--- src/rtl/irq_entry_pkg.sv ---
package irq_entry_pkg;
    typedef enum logic [2:0] {
        ST_IDLE       = 3'd0,
        ST_ACK        = 3'd1,
        ST_SAVE       = 3'd2,
        ST_CHECK_VBAR = 3'd3,
        ST_JUMP       = 3'd4,
        ST_DONE       = 3'd5
    } entry_state_e;
endpackage

--- src/rtl/irq_entry_fsm.sv ---
module irq_entry_fsm
    import irq_entry_pkg::*;
#(
    parameter int IDW         = 10,
    parameter int SPURIOUS_ID = 1023
) (
    input  logic           clk,
    input  logic           rst_n,
    input  logic           start_i,
    input  logic           ack_valid_i,
    input  logic [IDW-1:0] ack_id_i,
    input  logic           vbar_zero_i,
    output entry_state_e   state_o
);
    localparam logic [IDW-1:0] SPUR = IDW'(SPURIOUS_ID);

    entry_state_e state_q, state_d;

    always_ff @(posedge clk) begin
        if (!rst_n) state_q <= ST_IDLE;
        else        state_q <= state_d;
    end

    always_comb begin
        state_d = state_q;
        unique case (state_q)
            ST_IDLE:       if (start_i) state_d = ST_ACK;
            ST_ACK:        if (ack_valid_i) state_d = (ack_id_i == SPUR) ? ST_DONE : ST_SAVE;
            ST_SAVE:       state_d = ST_CHECK_VBAR;
            ST_CHECK_VBAR: state_d = vbar_zero_i ? ST_DONE : ST_JUMP;
            ST_JUMP:       state_d = ST_DONE;
            ST_DONE:       state_d = ST_IDLE;
            default:       state_d = ST_IDLE;
        endcase
    end

    assign state_o = state_q;

    // DONE is always followed by IDLE
    assert_done_single_R7: assert property (@(posedge clk) disable iff (!rst_n)
        (state_q == ST_DONE) |=> (state_q == ST_IDLE));
    // start outside IDLE never returns the machine to ACK directly
    assert_start_ignored_R1: assert property (@(posedge clk) disable iff (!rst_n)
        (state_q == ST_SAVE && start_i) |=> (state_q == ST_CHECK_VBAR));
endmodule

--- src/rtl/irq_entry_datapath.sv ---
module irq_entry_datapath
    import irq_entry_pkg::*;
#(
    parameter int          XLEN       = 64,
    parameter int          IDW        = 10,
    parameter int          EL_LSB     = 2,
    parameter int unsigned VEC_OFFSET = 32'h480
) (
    input  logic            clk,
    input  logic            rst_n,
    input  entry_state_e    state_i,
    input  logic            ack_valid_i,
    input  logic [IDW-1:0]  ack_id_i,
    input  logic [XLEN-1:0] pstate_i,
    input  logic [XLEN-1:0] pc_i,
    input  logic [XLEN-1:0] vbar_i,
    output logic            vbar_zero_o,
    output logic            ack_req_o,
    output logic            spsr_we_o,
    output logic [XLEN-1:0] spsr_o,
    output logic            elr_we_o,
    output logic [XLEN-1:0] elr_o,
    output logic            pstate_we_o,
    output logic [XLEN-1:0] pstate_o,
    output logic            pc_we_o,
    output logic [XLEN-1:0] pc_o,
    output logic            done_o,
    output logic            delivered_o,
    output logic [IDW-1:0]  irq_id_o
);
    localparam logic [XLEN-1:0] EL_MASK = XLEN'(3) << EL_LSB;
    localparam logic [XLEN-1:0] EL_ONE  = XLEN'(1) << EL_LSB;
    localparam logic [XLEN-1:0] VOFF    = XLEN'(VEC_OFFSET);

    logic [IDW-1:0]  id_q;
    logic [XLEN-1:0] saved_q;
    logic [XLEN-1:0] vbar_q;
    logic            deliv_q;

    always_ff @(posedge clk) begin
        if (!rst_n) begin
            id_q    <= '0;
            saved_q <= '0;
            vbar_q  <= '0;
            deliv_q <= 1'b0;
        end else begin
            unique case (state_i)
                ST_IDLE:       deliv_q <= 1'b0;
                ST_ACK:        if (ack_valid_i) id_q <= ack_id_i;
                ST_SAVE:       saved_q <= pstate_i;
                ST_CHECK_VBAR: vbar_q <= vbar_i;
                ST_JUMP:       deliv_q <= 1'b1;
                ST_DONE:       ;
                default:       ;
            endcase
        end
    end

    always_comb begin
        ack_req_o   = (state_i == ST_ACK);
        spsr_we_o   = (state_i == ST_SAVE);
        elr_we_o    = (state_i == ST_SAVE);
        pstate_we_o = (state_i == ST_CHECK_VBAR);
        pc_we_o     = (state_i == ST_JUMP);
        done_o      = (state_i == ST_DONE);
        spsr_o      = pstate_i;
        elr_o       = pc_i;
        pstate_o    = (saved_q & ~EL_MASK) | EL_ONE;
        pc_o        = vbar_q + VOFF;
        delivered_o = deliv_q;
        irq_id_o    = id_q;
        vbar_zero_o = (vbar_i == '0);
    end

    // level change only after the state word was banked
    assert_el_after_save_R4: assert property (@(posedge clk) disable iff (!rst_n)
        pstate_we_o |-> $past(spsr_we_o));
    // redirect target tracks the base seen one cycle earlier
    assert_jump_target_R5: assert property (@(posedge clk) disable iff (!rst_n)
        pc_we_o |-> (pc_o == $past(vbar_i) + VOFF));
    // a delivery report implies the PC was written just before
    assert_deliver_needs_jump_R6: assert property (@(posedge clk) disable iff (!rst_n)
        (done_o && delivered_o) |-> $past(pc_we_o));
endmodule

--- src/rtl/irq_entry_seq.sv ---
module irq_entry_seq
    import irq_entry_pkg::*;
#(
    parameter int          XLEN        = 64,
    parameter int          IDW         = 10,
    parameter int          SPURIOUS_ID = 1023,
    parameter int          EL_LSB      = 2,
    parameter int unsigned VEC_OFFSET  = 32'h480
) (
    input  logic            clk,
    input  logic            rst_n,
    input  logic            start_i,
    output logic            ack_req_o,
    input  logic            ack_valid_i,
    input  logic [IDW-1:0]  ack_id_i,
    input  logic [XLEN-1:0] pstate_i,
    input  logic [XLEN-1:0] pc_i,
    input  logic [XLEN-1:0] vbar_i,
    output logic            spsr_we_o,
    output logic [XLEN-1:0] spsr_o,
    output logic            elr_we_o,
    output logic [XLEN-1:0] elr_o,
    output logic            pstate_we_o,
    output logic [XLEN-1:0] pstate_o,
    output logic            pc_we_o,
    output logic [XLEN-1:0] pc_o,
    output logic            done_o,
    output logic            delivered_o,
    output logic [IDW-1:0]  irq_id_o
);
    entry_state_e state;
    logic         vbar_zero;

    irq_entry_fsm #(.IDW(IDW), .SPURIOUS_ID(SPURIOUS_ID)) u_fsm (
        .clk(clk), .rst_n(rst_n), .start_i(start_i), .ack_valid_i(ack_valid_i),
        .ack_id_i(ack_id_i), .vbar_zero_i(vbar_zero), .state_o(state)
    );

    irq_entry_datapath #(.XLEN(XLEN), .IDW(IDW), .EL_LSB(EL_LSB), .VEC_OFFSET(VEC_OFFSET)) u_dp (
        .clk(clk), .rst_n(rst_n), .state_i(state), .ack_valid_i(ack_valid_i),
        .ack_id_i(ack_id_i), .pstate_i(pstate_i), .pc_i(pc_i), .vbar_i(vbar_i),
        .vbar_zero_o(vbar_zero), .ack_req_o(ack_req_o),
        .spsr_we_o(spsr_we_o), .spsr_o(spsr_o), .elr_we_o(elr_we_o), .elr_o(elr_o),
        .pstate_we_o(pstate_we_o), .pstate_o(pstate_o), .pc_we_o(pc_we_o), .pc_o(pc_o),
        .done_o(done_o), .delivered_o(delivered_o), .irq_id_o(irq_id_o)
    );

    // spurious acknowledge ends the sequence next cycle, nothing banked
    assert_spurious_quiet_R2: assert property (@(posedge clk) disable iff (!rst_n)
        (ack_req_o && ack_valid_i && ack_id_i == IDW'(SPURIOUS_ID))
        |=> (done_o && !spsr_we_o && !delivered_o));
    // completion pulse is one cycle wide
    assert_done_pulse_R7: assert property (@(posedge clk) disable iff (!rst_n)
        done_o |=> !done_o);
    // both banked registers written in the same cycle
    assert_save_pair_R3: assert property (@(posedge clk) disable iff (!rst_n)
        spsr_we_o |-> (elr_we_o && !pstate_we_o && !pc_we_o));
endmodule

--- config.mk ---
export PLATFORM = sky130hd
export DESIGN_NAME = irq_entry_seq
export DESIGN_NICKNAME = d
export VERILOG_FILES = /design/src/rtl/irq_entry_pkg.sv /design/src/rtl/irq_entry_fsm.sv /design/src/rtl/irq_entry_datapath.sv /design/src/rtl/irq_entry_seq.sv
export SDC_FILE = /design/constraint.sdc
export NUM_CORES = 1
export LEC_CHECK = 0
export BUFFER_PORTS_ARGS = -buffer_cell sky130_fd_sc_hd__buf_2
export CAP_MARGIN = 20
export CORE_AREA = 4 4 185 187
export CTS_BUF_LIST = sky130_fd_sc_hd__clkbuf_8
export CTS_CLUSTER_SIZE = 20
export DETAILED_ROUTE_END_ITERATION = 10
export DIE_AREA = 0 0 189 191
export PLACE_DENSITY = 0.46
export SETUP_SLACK_MARGIN = 0.1
export SYNTH_ARGS = -nofsm -noshare
export SYNTH_HDL_FRONTEND = slang
export SYNTH_SLANG_ARGS = --single-unit
--- constraint.sdc ---
create_clock -name clk -period 4.8 [get_ports clk]
set_input_delay 0.96 -clock clk [delete_from_list [all_inputs] [get_ports clk]]
set_output_delay 0.96 -clock clk [all_outputs]
set_load 0.02 [all_outputs]
==> metrics.md, run 1 <==
| Metric | Value |
|---|---|
| Status | `completed` |
| IO Port Bufs | `344` |
| Via density | `about 4.3` |
| Largest cells by area after synthesis | `dfxtp_1, nand2_1, buf_4` |
| Setup ws final | `~970 ps` |
| H-tree levels | `4` |
| Final setup fails | `0` |
| Number of synthesized flops with an enable pin | `0` |
| Finished Core Util | `28.1%` |
| Clock transition at path regs | `80 ps` |
| P per Cell Area | `290 nW/um^2` |
| Avg Inst Size Synth | `7.85 um^2` |
| Pleak | `3.96 nW` |
| Max cap viols | `0` |
| Register bit count reported by yosys | `140` |
| Slew HR | `41.2%` |
| Initial DRC Count | `about 290` |
| Pre-Repair DR Iteration Count | `5` |
| Reg power frac | `46.3%` |
| Synth area leader | `dfxtp_1` |
| Global-route wire length before repair | `about 40 mm` |
| Remaining Overflow, GRT | `0` |
| Net Count, Synth | `1171` |
| Yosys warnings | `0` |
| Core area | `32500 um^2` |
| Crit path capture type | `output pin` |
| Worst hold path depth | `2` |
| Top-Level Pins | `479` |
| Period utilization | `between 70 and 80%` |
| Unique masters post-synth | `39` |
| Kind of critical path | `flop to output pin` |
| Largest net degree at the start of global routing | `94` |
| DIE WIDTH | `189 um` |
| Ys flop type | `dfxtp_1` |
| Layout cells sized above 1 | `around a third` |
| CP Launch Type | `flop` |
| CTS tree | `done` |
| Setup_tns | `0 ps` |
| Die ar. | `between 30000 and 40000 um^2` |
| Switching Power | `a little under 0.8 mW` |
| DRC violations left | `0` |
| Initial Utilization | `23.3%` |
| Drt wl/cell | `16.4 um` |
| Post-CTS setup buffer count | `0` |
| Max stage delay on crit path | `660 ps` |
| CTS buffer count | `17` |
| Period minus WS final | `3830 ps` |
| Final layout net count | `approximately 1400` |
| Post-CTS Hold Fix Bufs | `0` |
| Final WL | `26.4 mm` |
| Rows | `66` |
| VDD IR-drop max | `162 uV` |
| Hold Path End | `u_dp.saved_q[57]` |
| Req. time, crit path | `about 3800 ps` |
| Dpl ws | `1430 ps` |
| Fin Hold WS | `465 ps` |
| CP Cell Sequence | `ha_1, a21oi_1, nor4_4, nand4_2, nor3_2, xor2_1, buf_2` |
| Placed Instances | `1573` |
| R2r endpoint | `u_fsm.state_o[0]` |
| Post-route clock skew | `17.3 ps` |
| Top cell type's share of synthesized area | `37.0%` |
| Crit path DAT | `between 2000 and 3000 ps` |
| Vias in the first global route | `between 6000 and 7000` |
| # clock sinks | `140` |
| Int Power | `1.85 mW` |
| Most frequent cell after synthesis | `nand2_1` |
| Clk pwr share | `39.8%` |
| R2R Setup Slk | `approximately 2500 ps` |
| Root Driver | `clkbuf_8` |
| Combinational share of power | `13.9%` |
| Routability cong. | `0.853` |
| Slew @ Worst Pin | `882 ps` |
| Crit Reg-Reg Startpoint | `u_fsm.state_o[0]` |
| GRT Total Usage | `14.1%` |
| Sequential-to-total area share from yosys stat | `a little under two fifths` |
| Crit path max fanout | `6` |
| Resize count post-CTS | `0` |
| Post-synth ARST share | `0%` |
| Sw Ratio | `30.0%` |
| Post-synth top cells | `nand2_1, dfxtp_1, buf_4` |
| Initial antenna violation count | `3` |
| DP HPWL | `20.6 mm` |
| Mapped Area | `between 7000 and 8000 um^2` |
| Reg2reg path depth | `6` |
| Max Slew Vio Count | `0` |
| Fmax | `261 MHz` |
| Clock tree buffer depth | `2` |
| HP Class | `flop to flop` |
| Synth-to-Final Area Change | `20.4%` |
| Final hold vios | `0` |
| Chip height | `191 um` |
| Crit-path slowest cell | `nor4_4` |
| Non-filler cells, final | `1607` |
| RSZ-0062 raised after global routing | `no` |
| Post-route ant nets | `0` |
| Via count | `6835` |
| Hold Crit Start | `u_dp.saved_q[57]` |
| Clock Latency Late Sink | `450 ps` |
| Cell count after synthesis | `964` |
## sequential cells by signal, indices dropped and copies added, names as in the netlist
signal and flops:
u_dp.irq_id_o 10, u_dp.delivered_o 1, u_dp.vbar_q 64, u_dp.saved_q 62, u_fsm.state_o 3
## through the flow
step | instance area, um^2 | power (mW)
after global routing | 9110 | 2.79
after floorplan | 7570 | 1.56
after global placement | 8680 | 1.62
after CTS | 9110 | 2.71
final | 9110 | 2.64
after detailed placement | 8680 | 1.63
## cells by family after synthesis
family	share of synthesized area [%]
AO/OA/AOI/OAI	14.3
adder cells (fa/ha/maj)	0.165
flip-flops	37.0
buffers and inverters	16.7
other	0.0993
AND/OR/NAND/NOR	25.2
multiplexers	0.132
XOR/XNOR	6.37
## cell type report
| class | instances | area, um^2 |
|---|---|---|
| flip-flops and latches | 140 | 2800 |
| clock buffers | 17 | 234 |
| well taps | 442 | 553 |
| multi-input cells | 626 | 3500 |
| inverters | 15 | 56.3 |
| repair buffers | 350 | 1770 |
| fillers | 3606 | 23300 |
| diodes | 2 | 5.00 |
| clock inverters | 15 | 188 |
## power groups by stage
stage	sequential (mW)	clock [mW]	combinational, mW
3_5_place_dp	1.25	0	0.375
2_1_floorplan	1.27	0	0.285
3_3_place_gp	1.25	0	0.375
6_report	1.22	1.05	0.367
4_1_cts	1.22	1.11	0.375
5_1_grt	1.23	1.15	0.401
## metal layers
metal,vias to the layer above,track usage [%],routed length [um]
met3,36,6.26,2600
met4,2,4.74,569
met2,333,23.4,12300
met5,-,0,13
met1,3074,16.3,10900
li1,3390,-,-
## worst max-delay path, delay by kind of cell (launching register included)
kind                       cells  cell delay, ps
DFF                            1             400
xor gates and xnor gates       1             170
adders and majority gates      1             200
buffers and inverters          1             180
and+or+nand+nor                3            1300
AOI/OAI and AO/OA              1             160
## worst max-delay path by stage
stage | cells past startpoint | slack, ps | endpoint | from
floorplan | 6 | 1930 | pc_o[57] | u_dp.vbar_q[7]
global placement | 7 | 1490 | pc_o[63] | u_dp.vbar_q[7]
finish | 7 | 970 | pc_o[57] | u_dp.vbar_q[7]
CTS | 7 | 900 | pc_o[57] | u_dp.vbar_q[7]
detailed placement | 7 | 1430 | pc_o[57] | u_dp.vbar_q[7]
global route | 7 | 760 | pc_o[63] | u_dp.vbar_q[7]
## layout by cell type (no fill, tap or decap), types with 3 or more instances in the layout
cell	netlist	final
nand3_1	14	14
a21boi_0	137	137
nor2_1	26	26
inv_6	0	3
nor3_2	3	3
and4_1	3	3
a21oi_1	5	5
dfxtp_1	140	140
nand4_1	16	16
nor3_1	8	8
nand2_1	304	302
clkbuf_8	0	17
clkinv_4	0	7
nor4_2	5	5
inv_1	14	13
xor2_1	30	30
nand4_2	3	3
bufinv_16	0	3
and3_1	4	4
xnor2_1	25	25
buf_2	3	343
buf_4	138	7
nor4_1	22	22
Note: power is estimated with default switching activity, not from simulation.
==> run 2: changes to the inputs <==
CORE_AREA = 4 4 182 184   (was 4 4 185 187)
DIE_AREA = 0 0 186 188   (was 0 0 189 191)
PLACE_DENSITY = 0.47   (was 0.46)
clock period = 3.8 ns   (was 4.8 ns; I/O delays follow)
==> run 2 against run 1 <==
  * Sequential share of layout area up 0.27 points
  * Via count up 0.40%
  * Final area down 0.87%
  * Critical endpoint is now pc_o[58]
  * Largest power group unchanged
==> metrics.md, run 2 (synthesis gave the netlist of run 1 again) <==
| Metric | Value |
|---|---|
| Status | `completed` |
| Clock transition at path regs | `90 ps (about the same)` |
| Final hold vios | `0 (unchanged)` |
| Clock Latency Late Sink | `440 ps (about the same)` |
| CP bufs+invs | `1 (unchanged)` |
| CTS buffer count | `17 (unchanged)` |
| CP Launch Type | `flop` |
| Most frequent cells in the layout | `buf_2, nand2_1, dfxtp_1` |
| DP Area | `8650 um^2 (-0.43%)` |
| Largest net degree at the start of global routing | `72 (-23%)` |
| Slew @ Worst Pin | `729 ps (-153 ps)` |
| Cell area after layout | `9030 um^2 (-0.87%)` |
| Drt wl/cell | `16.6 um (+0.89%)` |
| DP HPWL | `20.2 mm (-2.1%)` |
| Crit-path slowest cell | `nor3_4` |
| Initial Utilization | `24.1% (+0.79 points)` |
| DR top layer | `met5` |
| Top-Level Pins | `479 (unchanged)` |
| Setup_tns | `0 ps (unchanged)` |
| DRC violations left | `0 (unchanged)` |
| # clock sinks | `140 (unchanged)` |
| Resize count post-CTS | `0 (unchanged)` |
| CP Cell Sequence | `nand4_2, nor3_4, nand4_1, nor2_1, xor2_1, buf_2` |
| Largest Register | `u_dp.vbar_q` |
| Fillers | `3487 (-3.3%)` |
| Area of the multi-input gates | `3500 um^2 (unchanged)` |
| Global-route wire length before repair | `38.9 mm (-2.6%)` |
| H-tree levels | `4 (unchanged)` |
| Layout cells sized above 1 | `34.7% (-0.060 points)` |
| Final WL | `26.0 mm (-1.6%)` |
| Remaining Overflow, GRT | `0 (unchanged)` |
| Slew HR | `51.4% (+10 points)` |
| Routed wl met2 | `12.0 mm (-2.2%)` |
| Initial DRC Count | `322 (+9.5%)` |
| RSZ-0062 raised after global routing | `no` |
| GRT Total Usage | `14.2% (+0.14 points)` |
| Fmax | `297 MHz` |
| Period minus WS final | `3370 ps` |
| CTS tree | `done` |
| Post-route clock skew | `12.7 ps (-4.60 ps)` |
| Routed length on met1 | `11.1 mm (+1.2%)` |
| Pre-Repair DR Iteration Count | `4 (-1)` |
| Kind of critical path | `flop to output pin` |
| Post-route ant nets | `0 (unchanged)` |
| Vias in the first global route | `6740 (-2.1%)` |
| Req. time, crit path | `3040 ps (-800 ps)` |
| Register area | `2800 um^2 (unchanged)` |
| Die ar. | `35000 um^2 (-3.1%)` |
| Rows | `65 (-1.5%)` |
| Post-CTS setup buffer count | `0 (unchanged)` |
| HP Class | `flop to flop` |
| N_diodes | `0 (-2)` |
| Final layout net count | `1359 (+0.15%)` |
| Most common library cell in the layout ignoring fill and taps | `buf_2` |
| Via count | `6862 (+0.40%)` |
| Core area | `31400 um^2 (-3.3%)` |
| Max Slew Vio Count | `0 (unchanged)` |
| Crit path DAT | `2610 ps (-260 ps)` |
| Post-CTS Hold Fix Bufs | `0 (unchanged)` |
| Max cap viols | `0 (unchanged)` |
| Chip height | `188 um (-1.6%)` |
| Top delay family on crit path | `simple AND/OR/NAND/NOR gates` |
| Crit path capture type | `output pin` |
| Crit path max fanout | `8 (+2)` |
| Max reg flops | `64 (unchanged)` |
| Via density | `4.38 (+3.0%)` |
| VDD IR-drop max | `188 uV (+16%)` |
| Synth-to-Final Area Change | `19.4%` |
| Pleak | `3.94 nW (-0.57%)` |
| Clock tree buffer depth | `2 (unchanged)` |
| Routability cong. | `0.849 (-0.45%)` |
| Initial antenna violation count | `4 (+1)` |
| Final setup fails | `0 (unchanged)` |
| Metal3 WL | `2.44 mm (-6.0%)` |
| IO Port Bufs | `344 (unchanged)` |
| P per Cell Area | `353 nW/um^2 (+22%)` |
| Max stage delay on crit path | `510 ps (-150 ps)` |
| DIE WIDTH | `186 um (-1.6%)` |
| Root Driver | `clkbuf_8` |
| Period utilization | `~90%` |
==> run 2: cell types whose count changed in the layout (fill, tap and decap cells not counted) <==
cell,before,now
diode_2,2,0
buf_4,7,8
clkinv_4,7,1
clkinvlp_4,0,6
clkbuf_8,17,18
clkinv_2,2,1
bufinv_16,3,1
buf_12,0,1
inv_1,13,15
==> run 2: final timing paths <==
kind,to,cells past startpoint,slack (ps),start
worst max register to register,u_fsm.state_o[0],6,1570,u_fsm.state_o[0]
worst max-delay path,pc_o[58],6,430,u_dp.vbar_q[22]
worst min-delay path,u_dp.saved_q[11],2,460,u_dp.saved_q[11]
worst min register to register,u_dp.saved_q[11],2,460,u_dp.saved_q[11]
==> run 2: power by group <==
group	leakage [nW]	internal [mW]	switching, mW
Combinational	2.63	0.166	0.297
Sequential	1.13	1.51	0.0360
Clock	0.177	0.535	0.648
==> run 2: cell type report <==
class	instances	area share [%]
repair buffers	352	19.9
multi-input cells	626	38.8
well taps	402	5.57
clock buffers	18	2.74
inverters	15	0.623
clock inverters	14	1.36
flip-flops and latches	140	31.0
==> run 2: tightest hold or removal path: stages (launching register included) <==
cell and delay [ps]:
dfxtp_1 310, nand2_1 40, a21boi_0 60
==> run 2: routing by layer <==
layer,GRT usage (%),vias up
met2,23.3,307
met5,0,-
li1,-,3389
met1,17.3,3127
met4,3.87,6
met3,5.72,33
==> run 2: metrics by stage <==
stage | hold slack, ps | worst slack [ps] | utilization [%] | power (mW) | instances
6_report | 461 | 429 | 28.8 | 3.19 | 1567
5_1_grt | 487 | 139 | 28.8 | 3.37 | 1567
4_1_cts | 466 | 114 | 28.7 | 3.27 | 1565
3_5_place_dp | 453 | 651 | 27.5 | 2.05 | 1533
3_3_place_gp | 446 | 728 | 27.5 | 2.05 | 1533
2_1_floorplan | 443 | 1130 | - | 1.97 | 964
==> run 3: changes to the inputs <==
CORE_AREA = 8 8 181 183   (was 4 4 182 184)
DIE_AREA = 0 0 189 191   (was 0 0 186 188)
PLACE_DENSITY = 0.49   (was 0.47)
==> run 3 against run 2 <==
  * Via count shrank 0.64%
  * Setup slack got worse by 53 ps
  * Power down 0.35%
  * Sequential share of layout area grew 0.052 points
  * Non-clock buffer count is the same
  * Sequential power is essentially flat
  * Register-to-register slack better by 110 ps
  * Clock skew rose by 1.4 ps
  * Final area fell by 0.17%
  * Hold slack lost 1.2 ps
  * Fmax down 1.6%
  * Largest cell class unchanged
==> metrics.md, run 3 (synthesis gave the netlist of run 1 again) <==
| Metric | Value |
|---|---|
| Initial antenna violation count | `3 (-1)` |
| Max reg flops | `64 (unchanged)` |
| Crit path max fanout | `8 (unchanged)` |
| RSZ-0062 raised after global routing | `no` |
| Fmax | `292 MHz (-1.6%)` |
| Chip height | `191 um (+1.6%)` |
| Global-route wire length before repair | `41.0 mm (+5.2%)` |
| Core area | `30000 um^2 (-4.3%)` |
| Remaining Overflow, GRT | `0 (unchanged)` |
| Clock tree buffer depth | `2 (unchanged)` |
| Via density | `4.37 (-0.26%)` |
| Kind of critical path | `flop to output pin` |
| Period utilization | `90.1% (+1.4 points)` |
| Via count | `6818 (-0.64%)` |
| Final layout net count | `1359 (unchanged)` |
| P per Cell Area | `353 nW/um^2 (-0.19%)` |
| Pre-Repair DR Iteration Count | `4 (unchanged)` |
| Resize count post-CTS | `0 (unchanged)` |
| Post-route ant nets | `0 (unchanged)` |
| CTS tree | `done` |
| Max cap viols | `0 (unchanged)` |
| Slew @ Worst Pin | `729 ps (+0.532 ps)` |
| R2R Setup Slk | `1680 ps (+110 ps)` |
| # clock sinks | `140 (unchanged)` |
| DIE WIDTH | `189 um (+1.6%)` |
| DRC violations left | `0 (unchanged)` |
| Setup_tns | `0 ps (unchanged)` |
| Most frequent cells in the layout | `buf_2, nand2_1, dfxtp_1` |
| Crit path DAT | `2660 ps (+50 ps)` |
| R2r endpoint | `u_dp.vbar_q[15]` |
| CP Launch Type | `flop` |
| Placed Instances | `1527 (-0.39%)` |
| Top-Level Pins | `479 (unchanged)` |
| Reg2reg path depth | `6 (unchanged)` |
| VDD IR-drop max | `161 uV (-14%)` |
| DP HPWL | `20.8 mm (+3.3%)` |
| Root Driver | `clkbuf_8` |
| CTS buffer count | `17 (unchanged)` |
| Fin Hold WS | `459 ps (-1.20 ps)` |
| Max Slew Vio Count | `0 (unchanged)` |
| H-tree levels | `4 (unchanged)` |
| Crit path capture type | `output pin` |
| Final WL | `26.9 mm (+3.6%)` |
| Period minus WS final | `3420 ps (+53.3 ps)` |
| Initial DRC Count | `268 (-17%)` |
| Slew HR | `51.4% (about the same)` |
| Largest Register | `u_dp.vbar_q` |
| Synth-to-Final Area Change | `19.2%` |
| Req. time, crit path | `3040 ps (about the same)` |
| Post-route clock skew | `14.2 ps (+1.43 ps)` |
| Routability cong. | `0.822 (-3.2%)` |
| IO Port Bufs | `344 (unchanged)` |
| Clock Latency Late Sink | `440 ps (about the same)` |
| Crit Reg-Reg Startpoint | `u_fsm.state_o[0]` |
| GRT Total Usage | `14.4% (+0.17 points)` |
| Crit path capture | `pc_o[54]` |
| Clock transition at path regs | `90 ps (about the same)` |
| Drt wl/cell | `17.2 um (+4.0%)` |
| Pleak | `3.95 nW (+0.35%)` |
| Layout cells sized above 1 | `34.8% (+0.12 points)` |
| Status | `completed` |
| Final hold vios | `0 (unchanged)` |
| HP Class | `flop to flop` |
| Final setup fails | `0 (unchanged)` |
| Vias in the first global route | `7113 (+5.5%)` |
| Largest net degree at the start of global routing | `71 (-1.4%)` |
| Critical path origin | `u_dp.vbar_q[22]` |
| Most common library cell in the layout ignoring fill and taps | `buf_2` |
| Die ar. | `36100 um^2 (+3.2%)` |
| Initial Utilization | `25.2% (+1.1 points)` |
| Rows | `64 (-1.5%)` |
| Non-filler cells, final | `1561 (-0.38%)` |
-- run 3: changes by cell type in the layout (fill, tap and decap cells not counted), sizes merged --
cell,previous run,this run
clkbuf,18,19
clkinv,2,10
clkinvlp,6,1
diode,0,1
inv,20,15
-- run 3: worst min-delay path by stage --
stage | from | to | cells past startpoint
global placement | u_dp.saved_q[19] | u_dp.saved_q[19] | 2
CTS | u_dp.saved_q[28] | u_dp.saved_q[28] | 2
finish | u_dp.saved_q[28] | u_dp.saved_q[28] | 2
detailed placement | u_dp.saved_q[28] | u_dp.saved_q[28] | 2
floorplan | u_dp.vbar_q[62] | u_dp.vbar_q[62] | 2
global route | u_dp.saved_q[29] | u_dp.saved_q[29] | 2
-- run 3: critical path, stage by stage, from the launching register on --
cell and delay, ps:
dfxtp_1 430, nand4_2 230, nor3_4 510, nand4_1 450, nor2_1 230, xor2_1 170
buf_2 190
-- run 3: metal layers --
metal  vias up  GRT usage [%]  share of wire [%]
met2       311           23.3                 46
li1       3391              -                  -
met3        17           6.75                 11
met4         2           3.76                1.2
met5         -              0              0.048
met1      3097           17.0                 42
-- run 3: through the flow --
stage / instance area, um^2 / util [%] / setup slack [ps] / power [mW]
after CTS: 9000 / 30.0 / 159 / 3.26
after global placement: 8640 / 28.8 / 736 / 2.05
after floorplan: 7570 / - / 1130 / 1.97
final: 9020 / 30.0 / 376 / 3.18
after detailed placement: 8640 / 28.8 / 666 / 2.05
after global routing: 9010 / 30.0 / 117 / 3.35
-- run 3: layout make-up --
cell class,count,area [um^2]
diodes,1,2.50
clock buffers,19,262
clock inverters,12,98.8
fillers,3316,21000
inverters,15,56.3
multi-input cells,626,3500
flip-flops and latches,140,2800
well taps,396,495
repair buffers,352,1800
-- run 3: what timing repair did --
action                     CTS  global route
buffers inserted             0             2
hold endpoints to repair     0             0
setup endpoints to repair    0             3
hold buffers                 0             0
-- run 3: where the power goes --
part / total, mW / internal (mW) / switching (mW)
clock: 1.17 / 0.544 / 0.627
sequential: 1.55 / 1.51 / 0.0350
combinational: 0.465 / 0.166 / 0.299
